<file path="config.mk">
export PLATFORM = sky130hd
export DESIGN_NAME = fsk_tx_seq
export DESIGN_NICKNAME = d
export VERILOG_FILES = /design/src/rtl/fsk_tx_pkg.sv /design/src/rtl/fsk_tx_op_decode.sv /design/src/rtl/fsk_tx_dibit_pick.sv /design/src/rtl/fsk_tx_status.sv /design/src/rtl/fsk_tx_seq.sv
export SDC_FILE = /design/constraint.sdc
export NUM_CORES = 1
export LEC_CHECK = 0
export ABC_AREA = 1
export BUFFER_PORTS_ARGS = -buffer_cell sky130_fd_sc_hd__buf_4
export CAP_MARGIN = 10
export CORE_ASPECT_RATIO = 1.1
export CORE_MARGIN = 8
export CORE_UTILIZATION = 50
export CTS_CLUSTER_DIAMETER = 120
export CTS_CLUSTER_SIZE = 28
export DETAILED_ROUTE_END_ITERATION = 7
export GPL_TIMING_DRIVEN = 0
export PLACE_DENSITY = 0.74
export SETUP_SLACK_MARGIN = 0.1
export SLEW_MARGIN = 0
export SYNTH_ARGS = -nofsm -noshare
export SYNTH_HDL_FRONTEND = slang
export SYNTH_SLANG_ARGS = --single-unit
</file>
<file path="constraint.sdc">
create_clock -name clk -period 3.9 [get_ports clk]
set_clock_uncertainty 0.15 [all_clocks]
set_input_delay 0.39 -clock clk [delete_from_list [all_inputs] [get_ports clk]]
set_output_delay 0.39 -clock clk [all_outputs]
set_load 0.05 [all_outputs]
</file>
<file path="src/rtl/fsk_tx_pkg.sv">
// Shared task codes, slot lengths and decode record for the FSK transmit
// task sequencer. Assumes the 3-bit task code layout used by the host.
package fsk_tx_pkg;
    localparam logic [2:0] OP_RESET = 3'd0;
    localparam logic [2:0] OP_RAW24 = 3'd1;
    localparam logic [2:0] OP_HDR   = 3'd2;
    localparam logic [2:0] OP_MID   = 3'd3;
    localparam logic [2:0] OP_LAST  = 3'd4;
    localparam logic [2:0] OP_RAW4  = 3'd5;

    localparam int RAW24_SYMS = 24;
    localparam int BLK_SYMS   = 66;
    localparam int RAW4_SYMS  = 4;
    localparam int RAW24_FREE = 5;
    localparam int BLK_FREE   = 16;
    localparam int RAW4_FREE  = 0;
    localparam int LAST_BYTES = 8;
    localparam int SYM_W      = $clog2(BLK_SYMS + 1);

    localparam logic [1:0] KIND_HDR  = 2'd0;
    localparam logic [1:0] KIND_MID  = 2'd1;
    localparam logic [1:0] KIND_LAST = 2'd2;

    typedef struct packed {
        logic             ok;
        logic             blk;
        logic [SYM_W-1:0] len;
        logic [SYM_W-1:0] rel;
        logic [1:0]       kind;
    } op_info_t;
endpackage

</file>
<file path="src/rtl/fsk_tx_op_decode.sv">
// Task code decoder: gives slot length, release symbol index, block flag
// and block kind for a task code. Assumes RESET is handled by the caller
// (it decodes as not ok, like the invalid codes).
module fsk_tx_op_decode
    import fsk_tx_pkg::*;
(
    input  logic [2:0] code,
    output op_info_t   info
);
    // Map each task code to its timing record.
    always_comb begin
        info = '0;
        unique case (code)
            OP_RAW24: begin
                info.ok  = 1'b1;
                info.len = SYM_W'(RAW24_SYMS);
                info.rel = SYM_W'(RAW24_FREE);
            end
            OP_HDR, OP_MID, OP_LAST: begin
                info.ok   = 1'b1;
                info.blk  = 1'b1;
                info.len  = SYM_W'(BLK_SYMS);
                info.rel  = SYM_W'(BLK_FREE);
                info.kind = (code == OP_HDR) ? KIND_HDR :
                            (code == OP_MID) ? KIND_MID : KIND_LAST;
            end
            OP_RAW4: begin
                info.ok  = 1'b1;
                info.len = SYM_W'(RAW4_SYMS);
                info.rel = SYM_W'(RAW4_FREE);
            end
            default: info = '0;
        endcase
    end
endmodule

</file>
<file path="src/rtl/fsk_tx_dibit_pick.sv">
// Selects one dibit from a byte array: byte idx/4, dibit idx%4 counted
// from the most significant pair. Assumes idx < 4*NBYTES when used.
module fsk_tx_dibit_pick #(
    parameter int NBYTES = 6,
    parameter int IDX_W  = $clog2(NBYTES * 4)
) (
    input  logic [8*NBYTES-1:0] bytes,
    input  logic [IDX_W-1:0]    idx,
    output logic [1:0]          sym
);
    logic [7:0] sel_byte;

    // Pick the byte, then the dibit within it, MSB pair first.
    always_comb begin
        sel_byte = '0;
        for (int i = 0; i < NBYTES; i++) begin
            if (idx[IDX_W-1:2] == i[IDX_W-3:0]) sel_byte = bytes[i*8 +: 8];
        end
        case (idx[1:0])
            2'd0:    sym = sel_byte[7:6];
            2'd1:    sym = sel_byte[5:4];
            2'd2:    sym = sel_byte[3:2];
            default: sym = sel_byte[1:0];
        endcase
    end
endmodule

</file>
<file path="src/rtl/fsk_tx_status.sv">
// Host-visible status: buffer-free, interrupt and sticky error flags.
// Assumes take and rel_pt never coincide (take needs bfree high).
module fsk_tx_status (
    input  logic clk,
    input  logic rst_n,
    input  logic take,
    input  logic rel_pt,
    input  logic abort,
    input  logic stat_rd,
    input  logic bad_wr,
    input  logic gap,
    output logic bfree,
    output logic irq,
    output logic underrun,
    output logic wr_err
);
    // Buffer ownership: freed by release or abort, taken by a write.
    always_ff @(posedge clk) begin
        if (!rst_n)                bfree <= 1'b1;
        else if (abort || rel_pt)  bfree <= 1'b1;
        else if (take)             bfree <= 1'b0;
    end

    // Sticky flags: set events win over the clearing status read.
    always_ff @(posedge clk) begin
        if (!rst_n) begin
            irq      <= 1'b0;
            underrun <= 1'b0;
            wr_err   <= 1'b0;
        end else begin
            if (rel_pt)       irq <= 1'b1;
            else if (stat_rd) irq <= 1'b0;
            if (gap)          underrun <= 1'b1;
            else if (stat_rd) underrun <= 1'b0;
            if (bad_wr)       wr_err <= 1'b1;
            else if (stat_rd) wr_err <= 1'b0;
        end
    end

    a_r11_read_clears_irq: assert property (@(posedge clk) disable iff (!rst_n)
        stat_rd && !rel_pt |=> !irq);
    a_r5_irq_with_free: assert property (@(posedge clk) disable iff (!rst_n)
        $rose(irq) |-> bfree);
endmodule

</file>
<file path="src/rtl/fsk_tx_seq.sv">
// FSK transmit task sequencer top. Accepts host task writes, holds one
// waiting task, steps the active task once per symbol strobe, emits raw
// dibits or forwards encoder symbols, and drives the host status bits.
// Assumes sym_stb is a single-clock pulse and the buffer is stable at the
// task write.
module fsk_tx_seq
    import fsk_tx_pkg::*;
#(
    parameter int         BUF_BYTES = 12,
    parameter int         RAW_BYTES = 6,
    parameter logic [1:0] IDLE_SYM  = 2'b01
) (
    input  logic                   clk,
    input  logic                   rst_n,
    input  logic                   sym_stb,
    input  logic                   task_wr,
    input  logic [2:0]             task_code,
    input  logic [8*BUF_BYTES-1:0] buf_data,
    input  logic                   stat_rd,
    input  logic [1:0]             enc_sym,
    output logic [1:0]             tx_sym,
    output logic                   bfree,
    output logic                   irq,
    output logic                   underrun,
    output logic                   wr_err,
    output logic                   enc_step,
    output logic                   enc_load,
    output logic [1:0]             enc_kind,
    output logic [8*BUF_BYTES-1:0] enc_bytes
);
    localparam int DW     = 8 * BUF_BYTES;
    localparam int PICK_W = $clog2(RAW_BYTES * 4);
    localparam int NDEC   = 3;

    logic             act_v, pend_v, prep;
    logic [2:0]       act_code, pend_code;
    logic [DW-1:0]    act_data, pend_data;
    logic [SYM_W-1:0] idx;
    logic [1:0]       act_sym, pend_sym;
    logic [DW-1:0]    blk_bytes;

    logic [2:0] dec_code [NDEC];
    op_info_t   dec_info [NDEC];
    op_info_t   wr_info, act_info, pend_info;

    assign dec_code[0] = task_code;
    assign dec_code[1] = act_code;
    assign dec_code[2] = pend_code;

    // One decoder each for the written, active and waiting task codes.
    for (genvar g = 0; g < NDEC; g++) begin : g_dec
        fsk_tx_op_decode u_dec (
            .code (dec_code[g]),
            .info (dec_info[g])
        );
    end

    assign wr_info   = dec_info[0];
    assign act_info  = dec_info[1];
    assign pend_info = dec_info[2];

    fsk_tx_dibit_pick #(.NBYTES(RAW_BYTES)) u_act_pick (
        .bytes (act_data[8*RAW_BYTES-1:0]),
        .idx   (idx[PICK_W-1:0]),
        .sym   (act_sym)
    );

    fsk_tx_dibit_pick #(.NBYTES(RAW_BYTES)) u_pend_pick (
        .bytes (pend_data[8*RAW_BYTES-1:0]),
        .idx   ('0),
        .sym   (pend_sym)
    );

    // Host write classification.
    logic reset_cmd, wr_ok, wr_bad;
    assign reset_cmd = task_wr && (task_code == OP_RESET);
    assign wr_ok     = task_wr && !reset_cmd && wr_info.ok && bfree;
    assign wr_bad    = task_wr && !reset_cmd && !(wr_info.ok && bfree);

    // Strobe-time decisions.
    logic go_run, more, chain, arm, finish, rel_pt;
    assign go_run   = sym_stb && !reset_cmd;
    assign more     = act_v && (idx < act_info.len);
    assign chain    = go_run && !more && pend_v && (act_v || prep);
    assign arm      = go_run && !more && pend_v && !act_v && !prep;
    assign finish   = go_run && !more && act_v && !pend_v;
    assign rel_pt   = go_run && ((more && (idx == act_info.rel)) ||
                                 (chain && (pend_info.rel == '0)));
    assign enc_step = go_run && ((more && act_info.blk) || (chain && pend_info.blk));

    // Bytes handed to the encoder: the last block passes only its data bytes.
    always_comb begin
        for (int i = 0; i < BUF_BYTES; i++) begin
            blk_bytes[i*8 +: 8] = (pend_info.kind == KIND_LAST && i >= LAST_BYTES)
                                  ? 8'h00 : pend_data[i*8 +: 8];
        end
    end

    // Task pipeline: waiting slot, start-up stroke, active slot and symbol out.
    always_ff @(posedge clk) begin
        if (!rst_n) begin
            act_v     <= 1'b0;
            pend_v    <= 1'b0;
            prep      <= 1'b0;
            act_code  <= '0;
            pend_code <= '0;
            act_data  <= '0;
            pend_data <= '0;
            idx       <= '0;
            tx_sym    <= IDLE_SYM;
            enc_load  <= 1'b0;
            enc_kind  <= '0;
            enc_bytes <= '0;
        end else if (reset_cmd) begin
            act_v    <= 1'b0;
            pend_v   <= 1'b0;
            prep     <= 1'b0;
            idx      <= '0;
            tx_sym   <= IDLE_SYM;
            enc_load <= 1'b0;
        end else begin
            enc_load <= 1'b0;
            if (wr_ok) begin
                pend_v    <= 1'b1;
                pend_code <= task_code;
                pend_data <= buf_data;
            end
            if (go_run) begin
                if (more) begin
                    tx_sym <= act_info.blk ? enc_sym : act_sym;
                    idx    <= idx + 1'b1;
                end else if (chain) begin
                    act_v    <= 1'b1;
                    act_code <= pend_code;
                    act_data <= pend_data;
                    idx      <= SYM_W'(1);
                    pend_v   <= 1'b0;
                    prep     <= 1'b0;
                    tx_sym   <= pend_info.blk ? enc_sym : pend_sym;
                    if (pend_info.blk) begin
                        enc_load  <= 1'b1;
                        enc_kind  <= pend_info.kind;
                        enc_bytes <= blk_bytes;
                    end
                end else if (arm) begin
                    prep   <= 1'b1;
                    tx_sym <= IDLE_SYM;
                end else begin
                    act_v  <= 1'b0;
                    tx_sym <= IDLE_SYM;
                end
            end
        end
    end

    fsk_tx_status u_status (
        .clk      (clk),
        .rst_n    (rst_n),
        .take     (wr_ok),
        .rel_pt   (rel_pt),
        .abort    (reset_cmd),
        .stat_rd  (stat_rd),
        .bad_wr   (wr_bad),
        .gap      (finish),
        .bfree    (bfree),
        .irq      (irq),
        .underrun (underrun),
        .wr_err   (wr_err)
    );

    a_r6_write_takes_buffer: assert property (@(posedge clk) disable iff (!rst_n)
        wr_ok |=> !bfree);
    a_r6_waiting_holds_buffer: assert property (@(posedge clk) disable iff (!rst_n)
        pend_v |-> !bfree);
    a_r9_reset_frees: assert property (@(posedge clk) disable iff (!rst_n)
        reset_cmd |=> bfree && (tx_sym == IDLE_SYM) && !act_v && !pend_v);
    a_r9_reset_keeps_irq: assert property (@(posedge clk) disable iff (!rst_n)
        reset_cmd && !stat_rd |=> irq == $past(irq));
    a_r4_slot_bound: assert property (@(posedge clk) disable iff (!rst_n)
        act_v |-> idx <= act_info.len);
    a_r8_gap_idles: assert property (@(posedge clk) disable iff (!rst_n)
        $rose(underrun) |-> tx_sym == IDLE_SYM);
endmodule

</file>
[Word level (Yosys, flattened, before mapping)]
Index checks and enable logic that the tools add are counted.
Storage, ports and cells
  output and inout port bits: 106
  word-level logic and storage cells: 138
  flip-flop bits (word level): 265
  bits of input ports: 106
Cells by class
  bitwise operators: 5
  equal/unequal tests: 25
  reduce and logical (&&, ||, !) cells: 52
  $lt $le $gt $ge: 1
  muxes and demuxes: 38
  add/subtract/negate cells: 1
Operator list (number)
  $mux W8: 10
  $pmux W14 S3: 1
  $eq A3 B2 Y1 const B: 8
  $eq A3 B3 Y1 const B: 8
  $logic_and A1 B1 Y1: 21
  $mux W1: 16
  $pmux W5 S3: 1
  $mux W2: 7
  $mux W7: 2
  $eq A3 B1 Y1 const B: 4
  $reduce_bool A2 Y1: 5
  $reduce_or A5 Y1: 2
  $add A7 B1 Y7 const B: 1
  $eq A7 B7 Y1: 1
  $logic_not A7 Y1: 1
  $lt A7 B7 Y1: 1
  $logic_not A1 Y1: 6
  $logic_not A3 Y1: 2
  $pmux W2 S3: 1
  $reduce_and A3 Y1: 2
  $reduce_or A3 Y1: 2
  $not A1 Y1: 5
  $reduce_and A5 Y1: 1
  $eq A2 B2 Y1 const B: 2
  other kinds (7): 12

[Longest topological paths before layout]
Gate-level depths: netlist of the first run.
  depth in word-level cells: 14
  gate-level depth with buffers: 16
  depth with buffers taken out: 15

[By module]
Synthesis of the first run repeated with hierarchy kept, for this count alone.
Second synthesis, totals
  cell total of the unflattened synthesis: 1698
  area total of the unflattened synthesis: 11728.7 um2
Modules (own cells, without submodules)
  fsk_tx_seq: area each 10070.9 um2, cells an instance 1369, times used 1, sequential area each 5225.0 um2
  fsk_tx_dibit_pick: area each 540.5 um2, cells an instance 116, times used 2, sequential area each 0.0 um2
  fsk_tx_op_decode: area each 145.1 um2, cells an instance 26, times used 3, sequential area each 0.0 um2
  fsk_tx_status: area each 141.4 um2, cells an instance 19, times used 1, sequential area each 80.1 um2

[Worst setup path after synthesis of the first run]
Ideal clock, no wire load.
  path type: register to output
  start: reg act_code[2]
  end: out enc_step
  setup slack: 870 ps
  cell stages (with the launch flop): 14
  data required time: 3360 ps
  path buffers: 1
  arrival: 2490 ps
  cells stage by stage: dfxtp_1 nand2_1 nand2_1 nand2_1 ha_1 inv_1 nor3_1 nand2_1 nand3_2 nand4_4 nor2_8 clkbuf_2 nor2_1 nor2_1
On the way
  cells in the longest elaborated chain, start to end: 12
  elaborated cells on any way between the ends: 18
  those cells by class: order compare (1); eq/ne (5); mux (2); reduce/logical (10)
RTL lines
  start, declared: RTL line fsk_tx_seq.sv:36  | logic [2:0] act_code, pend_code;
  start signal, assigned: RTL line fsk_tx_seq.sv:134  | act_code <= pend_code;
  $eq A3 B3 Y1 or $eq A3 B2 Y1 (tied branches)
  $reduce_or A3 Y1
  $pmux W14 S3: RTL line fsk_tx_op_decode.sv:13  | unique case (code)
  $lt A7 B7 Y1: RTL line fsk_tx_seq.sv:83  | assign more = act_v && (idx < act_info.len);
  $logic_and A1 B1 Y1: RTL line fsk_tx_seq.sv:83
  $logic_not A1 Y1: RTL line fsk_tx_seq.sv:84  | assign chain = go_run && !more && pend_v && (act_v || prep);
  $logic_and A1 B1 Y1 (3 in series): RTL line fsk_tx_seq.sv:84
  $logic_and A1 B1 Y1: RTL line fsk_tx_seq.sv:89  | assign enc_step = go_run && ((more && act_info.blk) || (chain && pend_info.blk));
  $logic_or A1 B1 Y1 *: RTL line fsk_tx_seq.sv:89
  $logic_and A1 B1 Y1 *: RTL line fsk_tx_seq.sv:89
  end, declared: RTL line fsk_tx_seq.sv:26  | output logic enc_step,
Mark *: on every way between the ends. The rest lies on a longest branch, timed or not.

[Worst setup path in the final report of the first run]
Ends and elaborated chain as after synthesis.

==> reports/qor.txt, run 1 <==
CP most frequent cell = nand2_1
Final worst-path cycle share = 91.8%
Area post-placement = 11900 µm²
First-pass GRT wire length = 47.9 mm
Site Rows = 54
Area share of the largest cell type after synthesis = 53.2%
Synth Area in XOR/XNOR = 0.527%
Post-synthesis compound-gate area fraction = 19.3%
Net Count, Synth = 1393
Crit-path max cell delay = 410 ps
Final Max Slew Viols = 0
Mux cell area share after synthesis = 0%
Largest net degree at the start of global routing = 29
CP Capture Type = output pin
Fin Hold WS = 2.90 ps
Synth warn = 0
Netlist Area Pre-Place = 9960 µm²
#FFs+latches synth = 265
Routed Antenna Nets = 0
Final GP Congestion = 0.920
Drt pass-1 iters = 5
Top cells by area, synth = dfxtp_1 (53%), a21oi_1 (9.2%), nand2_1 (9.0%)
Die X = 151 µm
R2R Path Start = act_code[2]
Type of origin of the critical path = flop
Power Total = 0.00478 W
Required @ worst endpoint = 3360 ps
Worst slew margin = 42.7%
Critical R2R Capture = enc_bytes[23]
N_diodes = 0
Fin nets = 1643
Hold Path Class = primary input to flop
Post-synthesis simple-gate area fraction = 18.6%
Number of remaining DRC errors = 0
Slew @ Worst Pin = 850 ps
Drt wl/cell = 17.2 µm
HP Start = buf_data[83]
Layout area overhead = 25.0%
Clock Path Buffers = 3
RSZ-0062 raised after global routing = no
WL final = 30.7 mm
Clock root buffer = clkbuf_16
Initial antenna violation count = 0
Final Hold Viols = 0
DR vias = 9418
Largest family of logic cells by synthesized area = compound AO/OA/AOI/OAI gates
H-tree levels = 1
Tmin final = 3580 ps
Worst-Skew Late Latency = 510 ps
Critical path arrival = 3040 ps
Yosys cell types = 32
Post-DR vias/cell = 5.29
CTS tree = yes
TNS Setup = 0 ps
Hold-critical path endpoint = pend_data[83]
Share of cells above drive strength 1 = 17.0%
Synth Area per Inst = 7.79 µm²
Vias in the first global route = 9265
Setup CP Type = flop to output pin
Cells after synthesis = 1279
Commonest non-fill, non-tap cell in the layout = dfxtp_1
Critical path buffers and inverters = 3
Die height = 164 µm
FF-to-FF path depth = 14
I/O Buffers = 210
Hpwl dp = 23.3 mm
Aggregate global routing overflow = 0
Cell taking the most area after synthesis = dfxtp_1
Status = finished clean
Slowest cell on the critical path = dfxtp_1
CTS clk-pin slew, worst paths = 110 ps
Max Cap Viol = 0
Setup violators final = 0
Initial core utilization = 50.5%
Fin util = 63.1%
Leakage Power = 5.10 nW
Fmax = 279 MHz
Cell depth of the worst hold path = 3
Total GRT Usage = 24.2%
Adder-cell share of the synthesized area = 1.00%
Most frequent cells in the layout = dfxtp_1 (265), nand2_1 (239), buf_4 (214)
R2R setup slack = 630 ps
VDD IR max = 303 µV
CORE AREA = 19700 µm²
Worst-path fanout max = 10
Die area = 24700 µm²
Crit-path cells = nand2_1, nand2_1, nand2_2, ha_1, inv_1, nor3_1, nand2_1, nand3_2, nand4_4, nor2_8, buf_4, nor2_1, nor2_1, buf_4
PwrDens = 383 nW/µm²
CTS sink count = 265
Top delay family on crit path = simple AND/OR/NAND/NOR gates
# IOs = 212
TritonCTS Buffers = 13
Register area share after synthesis = 53.2%
Number of DRC markers in iteration 0 = 494
Design area = 12500 µm²
[timing repair]
action | in CTS | in global routing
resized for setup | 0 | 4
hold endpoints to repair | 23 | 0
setup buffers | 0 | 2
hold buffers | 23 | 0
setup endpoints to repair | 0 | 1
[cell usage after synthesis (all sizes together)]
library cell,instances
a21oi,183
buf,26
clkbuf,60
dfxtp,265
ha,8
inv,101
nand2,241
nand3,109
nand3b,3
nand4,9
nor2,65
nor3,2
nor4,3
o2111ai,1
o21a,1
o21ai,194
o31ai,1
o41ai,1
xnor2,2
xor2,4
[report_power, final]
group | switching (W) | leakage (nW) | total [W] | internal [W]
registers | 0.0000424 | 2.15 | 0.00284 | 0.00279
logic | 0.000277 | 2.77 | 0.000448 | 0.000171
clock network | 0.000868 | 0.172 | 0.00149 | 0.000623
[per-layer routing]
layer	share of wire, %	track usage (%)	up-vias
met1	42	29.7	4399
met4	2.3	6.62	0
li1	-	-	4720
met5	0	0	-
met3	7.2	5.81	36
met2	48	41.5	263
[state kept, by name, summed over array words and instances (netlist names)]
name               cells
act_code               3
act_data              48
act_v                  1
enc_bytes             96
enc_kind               2
enc_load               1
idx                    7
pend_code              3
pend_data             96
pend_v                 1
prep                   1
tx_sym                 2
u_status.bfree         1
u_status.irq           1
u_status.underrun      1
u_status.wr_err        1
[worst max-delay path by stage]
stage	end	depth (start not counted)	slack (ps)	startpoint
2_1_floorplan	enc_step	13	870	act_code[2]
3_3_place_gp	enc_step	14	700	act_code[2]
3_5_place_dp	enc_step	15	710	act_code[0]
4_1_cts	enc_step	15	180	act_code[0]
5_1_grt	enc_step	14	100	act_code[2]
6_report	enc_step	14	320	act_code[2]
[metrics by stage]
step	cells	worst slack, ps
after floorplan	1279	870
after global placement	1741	701
after detailed placement	1741	711
after CTS	1779	184
after global routing	1781	102
final	1781	319
[final cells by class]
type,count,area [µm²]
Clock inverter,2,25.0
Sequential cell,265,5310
Inverter,101,379
Tap cell,252,315
Fill cell,1816,7270
Buffer,86,360
Multi-Input combinational cell,827,3930
Clock buffer,13,325
Timing Repair Buffer,235,1820
[cell families after synthesis]
logic type	count (synthesis)
XOR/XNOR	6
flip-flops	265
buffers and inverters	187
AO/OA/AOI/OAI	381
adder cells (fa/ha/maj)	8
AND/OR/NAND/NOR	432
[tightest hold or removal path: cells and delay by family]
family                 cells  cell delay [ps]
buffers and inverters      1              100
AOI/OAI and AO/OA          1               50
and+or+nand+nor            1               50
Note: power is estimated with default switching activity, not from simulation.
==> run 2: changes to the inputs <==
--- a/config.mk
+++ b/config.mk
@@ -6,7 +6,7 @@
 export NUM_CORES = 1
 export LEC_CHECK = 0
 export ABC_AREA = 1
-export BUFFER_PORTS_ARGS = -buffer_cell sky130_fd_sc_hd__buf_4
+export BUFFER_PORTS_ARGS = -buffer_cell sky130_fd_sc_hd__buf_2
 export CAP_MARGIN = 10
 export CORE_ASPECT_RATIO = 1.1
 export CORE_MARGIN = 8
@@ -14,6 +14,7 @@
 export CTS_CLUSTER_DIAMETER = 120
 export CTS_CLUSTER_SIZE = 28
 export DETAILED_ROUTE_END_ITERATION = 7
+export GPL_ROUTABILITY_DRIVEN = 0
 export GPL_TIMING_DRIVEN = 0
 export PLACE_DENSITY = 0.74
 export SETUP_SLACK_MARGIN = 0.1
==> constraint.sdc (replaced) <==
create_clock -name clk -period 3.9 [get_ports clk]
set_clock_uncertainty 0.15 [all_clocks]
set_input_delay 0.39 -clock clk [delete_from_list [all_inputs] [get_ports clk]]
set_output_delay 0.39 -clock clk [all_outputs]
set_load 0.005 [all_outputs]
==> run 2 against run 1 <==
  * Core utilization fell by 2.3 points
  * Critical path depth did not move
  * Global-route usage fell by 0.50 points
  * Sequential share of layout area rose by 1.6 points
  * Total power fell by 1.6%
  * Die area did not move
  * Combinational power fell by 9.2%
  * Critical endpoint unchanged
  * Via count rose by 1.0%
  * First-iteration DRC count rose by 30%
  * Cell count rose by 0.45%
  * Final area fell by 3.7%
  * Largest power group unchanged
  * Count of clock-buffer cells in the layout did not move
==> reports/qor.txt, run 2 (synthesized netlist as in run 1, its figures left out) <==
Layout area overhead = 20.4%
Routed Antenna Nets = 0
Slowest cell on the critical path = dfxtp_1
Die height = 164 µm
Status = finished clean
RSZ-0062 raised after global routing = no
Leakage Power = 5.04 nW
Final Max Slew Viols = 0
CTS clk-pin slew, worst paths = 110 ps
Initial core utilization = 50.5%
R2R setup slack = 710 ps
Worst slew margin = 46.0%
I/O Buffers = 210
Final worst-path cycle share = 89.9%
Number of remaining DRC errors = 0
Number of DRC markers in iteration 0 = 640
Critical path arrival = 2970 ps
Share of cells above drive strength 1 = 16.9%
Commonest non-fill, non-tap cell in the layout = dfxtp_1
CP most frequent cell = nand2_1
CTS tree = yes
CTS sink count = 265
Clock Path Buffers = 3
Largest net degree at the start of global routing = 29
# IOs = 212
Setup CP Type = flop to output pin
Design area = 12000 µm²
Drt wl/cell = 16.7 µm
HP Start = buf_data[60]
Largest regs = enc_bytes (96), pend_data (96), act_data (48)
Crit-path max cell delay = 410 ps
Aggregate global routing overflow = 0
First-pass GRT wire length = 47.3 mm
DR vias = 9512
Fill cells = 1842
TNS Setup = 0 ps
Post-DR vias/cell = 5.32
Worst-path fanout max = 10
Drt pass-1 iters = 6
Finished Layout Cells = 1789
Fmax = 285 MHz
Final Hold Viols = 0
Total placed cells including tap cells = 1741
Power Total = 0.00470 W
Slew @ Worst Pin = 801 ps
CP Capture Type = output pin
Initial antenna violation count = 2
Clock root buffer = clkbuf_16
H-tree levels = 1
Total GRT Usage = 23.7%
Area post-placement = 11300 µm²
Hpwl dp = 22.5 mm
WL final = 29.9 mm
FF-to-FF path depth = 14
CORE AREA = 19700 µm²
Fin nets = 1651
Hold Path Class = primary input to flop
Hold-critical path endpoint = pend_data[60]
Tmin final = 3510 ps
TritonCTS Buffers = 13
Most frequent cells in the layout = dfxtp_1 (265), nand2_1 (240), buf_2 (222)
Vias in the first global route = 9180
Critical R2R Capture = enc_bytes[21]
R2R Path Start = act_code[2]
VDD IR max = 382 µV
Type of origin of the critical path = flop
Die area = 24700 µm²
Max Cap Viol = 0
Die X = 151 µm
Setup violators final = 0
Required @ worst endpoint = 3360 ps
Worst-Skew Late Latency = 480 ps
Crit-path cells = nand2_1, nand2_1, nand2_1, ha_1, inv_1, nor3_1, nand2_1, nand3_2, nand4_4, nor2_8, clkbuf_4, nor2_1, nor2_1, buf_2
PwrDens = 392 nW/µm²
Site Rows = 54
Cell depth of the worst hold path = 3
-- run 2: cell count changes in the layout (fill, tap and decap cells not counted), sizes merged --
cell | before | now
dlygate4sd3 | 23 | 29
buf | 239 | 240
clkbuf | 72 | 73
diode | 0 | 1
inv | 103 | 102
-- run 2: worst max-delay path by stage --
| stage | from | end | cells past startpoint |
|---|---|---|---|
| after global placement | act_code[2] | enc_step | 14 |
| final | act_code[2] | enc_step | 14 |
| after floorplan | act_code[2] | enc_step | 13 |
| after global routing | act_code[2] | enc_step | 13 |
| after detailed placement | act_code[2] | enc_step | 14 |
| after CTS | act_code[2] | enc_step | 14 |
-- run 2: stage by stage --
step / util [%] / hold WS (ps) / worst slack [ps]
global route: 60.8 / 0.472 / 127
CTS: 60.6 / 0.167 / 217
detailed placement: 57.4 / 291 / 753
finish: 60.8 / 6.47 / 394
floorplan: - / 274 / 1420
global placement: 57.4 / 287 / 749
-- run 2: power breakdown --
part           internal [W]  switching (W)
Combinational      0.000144       0.000263
Clock              0.000617       0.000841
Sequential          0.00279      0.0000430
Total               0.00355        0.00115
-- run 2: metal layers --
layer / track usage (%) / part of all wire (%) / wire [µm] / vias up
met5: 0 / 0.040 / 12 / -
met4: 7.56 / 2.8 / 845 / 2
met3: 5.70 / 7.8 / 2350 / 48
met2: 40.6 / 48 / 14500 / 318
met1: 28.8 / 41 / 12300 / 4413
li1: - / - / - / 4731
-- run 2: what timing repair did --
action | CTS | global route
hold endpoints to repair | 29 | 0
resized for setup | 0 | 2
setup endpoints to repair | 0 | 1
setup buffers | 0 | 4
hold buffers | 29 | 0
-- run 2: final cells by class --
type | count | area (µm²) | area share, %
inverter | 101 | 379 | 3.16
timing repair buffer | 243 | 1370 | 11.4
sequential | 265 | 5310 | 44.2
clock inverter | 1 | 16.3 | 0.136
antenna | 1 | 2.50 | 0.0209
buffer | 86 | 360 | 3.00
tap | 252 | 315 | 2.63
clock buffer | 13 | 325 | 2.71
multi-input combinational | 827 | 3920 | 32.7
-- run 2: worst max-delay path, delay by kind of cell, from the launching register on --
kind	cells	cell delay, ps
adder cells (fa/ha/maj)	1	370
buffers and inverters	3	410
flip-flops	1	410
AND/OR/NAND/NOR	10	1300
==> run 3: changes to the inputs <==
==> constraint.sdc (replaced) <==
create_clock -name clk -period 3.6 [get_ports clk]
set_clock_uncertainty 0.15 [all_clocks]
set_input_delay 0.36 -clock clk [delete_from_list [all_inputs] [get_ports clk]]
set_output_delay 0.36 -clock clk [all_outputs]
set_load 0.005 [all_outputs]
==> run 3 against run 2 <==
  * Sequential share of layout area shrank 0.64 points
  * Routed wire length grew 2.1%
  * Via count grew 1.3%
  * Largest cell class unchanged
  * Total power grew 8.9%
==> reports/qor.txt, run 3 (synthesized netlist as in run 1, its figures left out) <==
Slowest cell on the critical path = dfxtp_1
Die X = 151 µm
Power Total = 0.00512 W
Worst slew margin = 46.9%
Fin util = 61.7%
Worst-Skew Late Latency = 480 ps
CORE AREA = 19700 µm²
Required @ worst endpoint = 3090 ps
Clock Path Buffers = 3
DR vias = 9639
Most frequent cells in the layout = dfxtp_1 (264), nand2_1 (239), buf_2 (222)
Crit-path max cell delay = 340 ps
CTS sink count = 265
Layout area overhead = 22.2%
Slew @ Worst Pin = 789 ps
Critical R2R Capture = enc_bytes[21]
# IOs = 212
Initial core utilization = 50.5%
Crit-path cells = inv_1, nand2_1, nand2_1, nand2_2, ha_1, inv_1, nor3_2, nand2_1, nand3_4, nand4_4, nor2_8, buf_4, nor2_1, nor2_1, buf_2
Hpwl dp = 22.5 mm
H-tree levels = 1
Finished Layout Cells = 1804
Hold Path Class = primary input to flop
First-pass GRT wire length = 48.2 mm
Clk pwr share = 30.9%
Number of DRC markers in iteration 0 = 673
R2R Path Start = act_code[0]
Final worst-path cycle share = 92.2%
CTS tree = yes
Tmin final = 3320 ps
Max Cap Viol = 0
HP Start = buf_data[29]
Share of cells above drive strength 1 = 16.9%
Vias in the first global route = 9311
Setup CP Type = flop to output pin
CTS clk-pin slew, worst paths = 110 ps
Drt wl/cell = 17.0 µm
Switching power = 0.00125 W
Design area = 12200 µm²
Final Hold Viols = 0
Status = finished clean
TritonCTS Buffers = 13
CP Capture Type = output pin
Largest regs = enc_bytes (96), pend_data (96), act_data (48)
CP most frequent cell = nand2_1
Total GRT Usage = 24.2%
Number of remaining DRC errors = 0
RSZ-0062 raised after global routing = no
WL final = 30.6 mm
Drt pass-1 iters = 5
Type of origin of the critical path = flop
Largest net degree at the start of global routing = 29
Combinational power share = 9.0%
Area post-placement = 11300 µm²
Fmax = 301 MHz
Post-DR vias/cell = 5.34
Clock root buffer = clkbuf_16
VDD IR max = 437 µV
I/O Buffers = 210
Sw Share = 24.5%
Die height = 164 µm
Total placed cells including tap cells = 1741
Initial antenna violation count = 2
Site Rows = 54
Worst-path fanout max = 10
FF-to-FF path depth = 15
Pint = 0.00386 W
Commonest non-fill, non-tap cell in the layout = dfxtp_1
Routed Antenna Nets = 0
R2R setup slack = 480 ps
Aggregate global routing overflow = 0
Leakage Power = 5.11 nW
PwrDens = 420 nW/µm²
Hold-critical path endpoint = pend_data[29]
Die area = 24700 µm²
N_diodes = 0
Reg power frac = 60.1%
Critical path arrival = 2810 ps
Fin nets = 1667
Cell depth of the worst hold path = 3
Setup violators final = 0
TNS Setup = 0 ps
Final Max Slew Viols = 0
-- run 3: per-layer routing --
metal	track usage, %	wire (µm)
met5	0	28
met4	8.28	956
met3	5.98	2440
met2	41.2	14800
met1	29.1	12400
-- run 3: power by group through the flow --
stage                     Sequential (W)  Clock (W)  Combinational (W)
final                            0.00307    0.00158           0.000461
after global routing             0.00308    0.00172           0.000513
after CTS                        0.00307    0.00161           0.000454
after detailed placement         0.00314          0           0.000412
after global placement           0.00314          0           0.000405
after floorplan                  0.00313          0           0.000248
-- run 3: worst max-delay path: cells and delay by family, from the launching register on --
kind | cells | cell delay, ps
buffers and inverters | 4 | 470
and+or+nand+nor | 10 | 1180
adders and majority gates | 1 | 340
DFF | 1 | 340
-- run 3: layout make-up --
cell class / count / area (µm²)
inverter: 101 / 379
timing repair buffer: 259 / 1540
fill: 1805 / 7550
sequential: 265 / 5310
clock buffer: 13 / 325
multi-input combinational: 827 / 3940
buffer: 86 / 362
clock inverter: 1 / 16.3
tap: 252 / 315
-- run 3: how the worst max path moves through the flow --
stage                      from  depth (start not counted)  endpoint  slack (ps)
floorplan           act_code[2]                         13  enc_step        1150
global placement    act_code[2]                         14  enc_step         480
detailed placement  act_code[2]                         14  enc_step         480
CTS                 act_code[2]                         14  enc_step         180
global route        act_code[0]                         15  enc_step          90
finish              act_code[0]                         15  enc_step         280
-- run 3: metrics by stage --
stage | hold slack [ps] | setup WS [ps]
2_1_floorplan | 274 | 1150
3_3_place_gp | 287 | 479
3_5_place_dp | 291 | 483
4_1_cts | 0.773 | 182
5_1_grt | 0.848 | 87.8
6_report | 10.8 | 282
-- run 3: what timing repair did --
item,CTS,global route
pin swaps,1,0
setup endpoints to repair,1,3
setup buffers,2,0
hold buffers,47,0
endpoints found under the hold margin,47,0
resized for setup,1,7
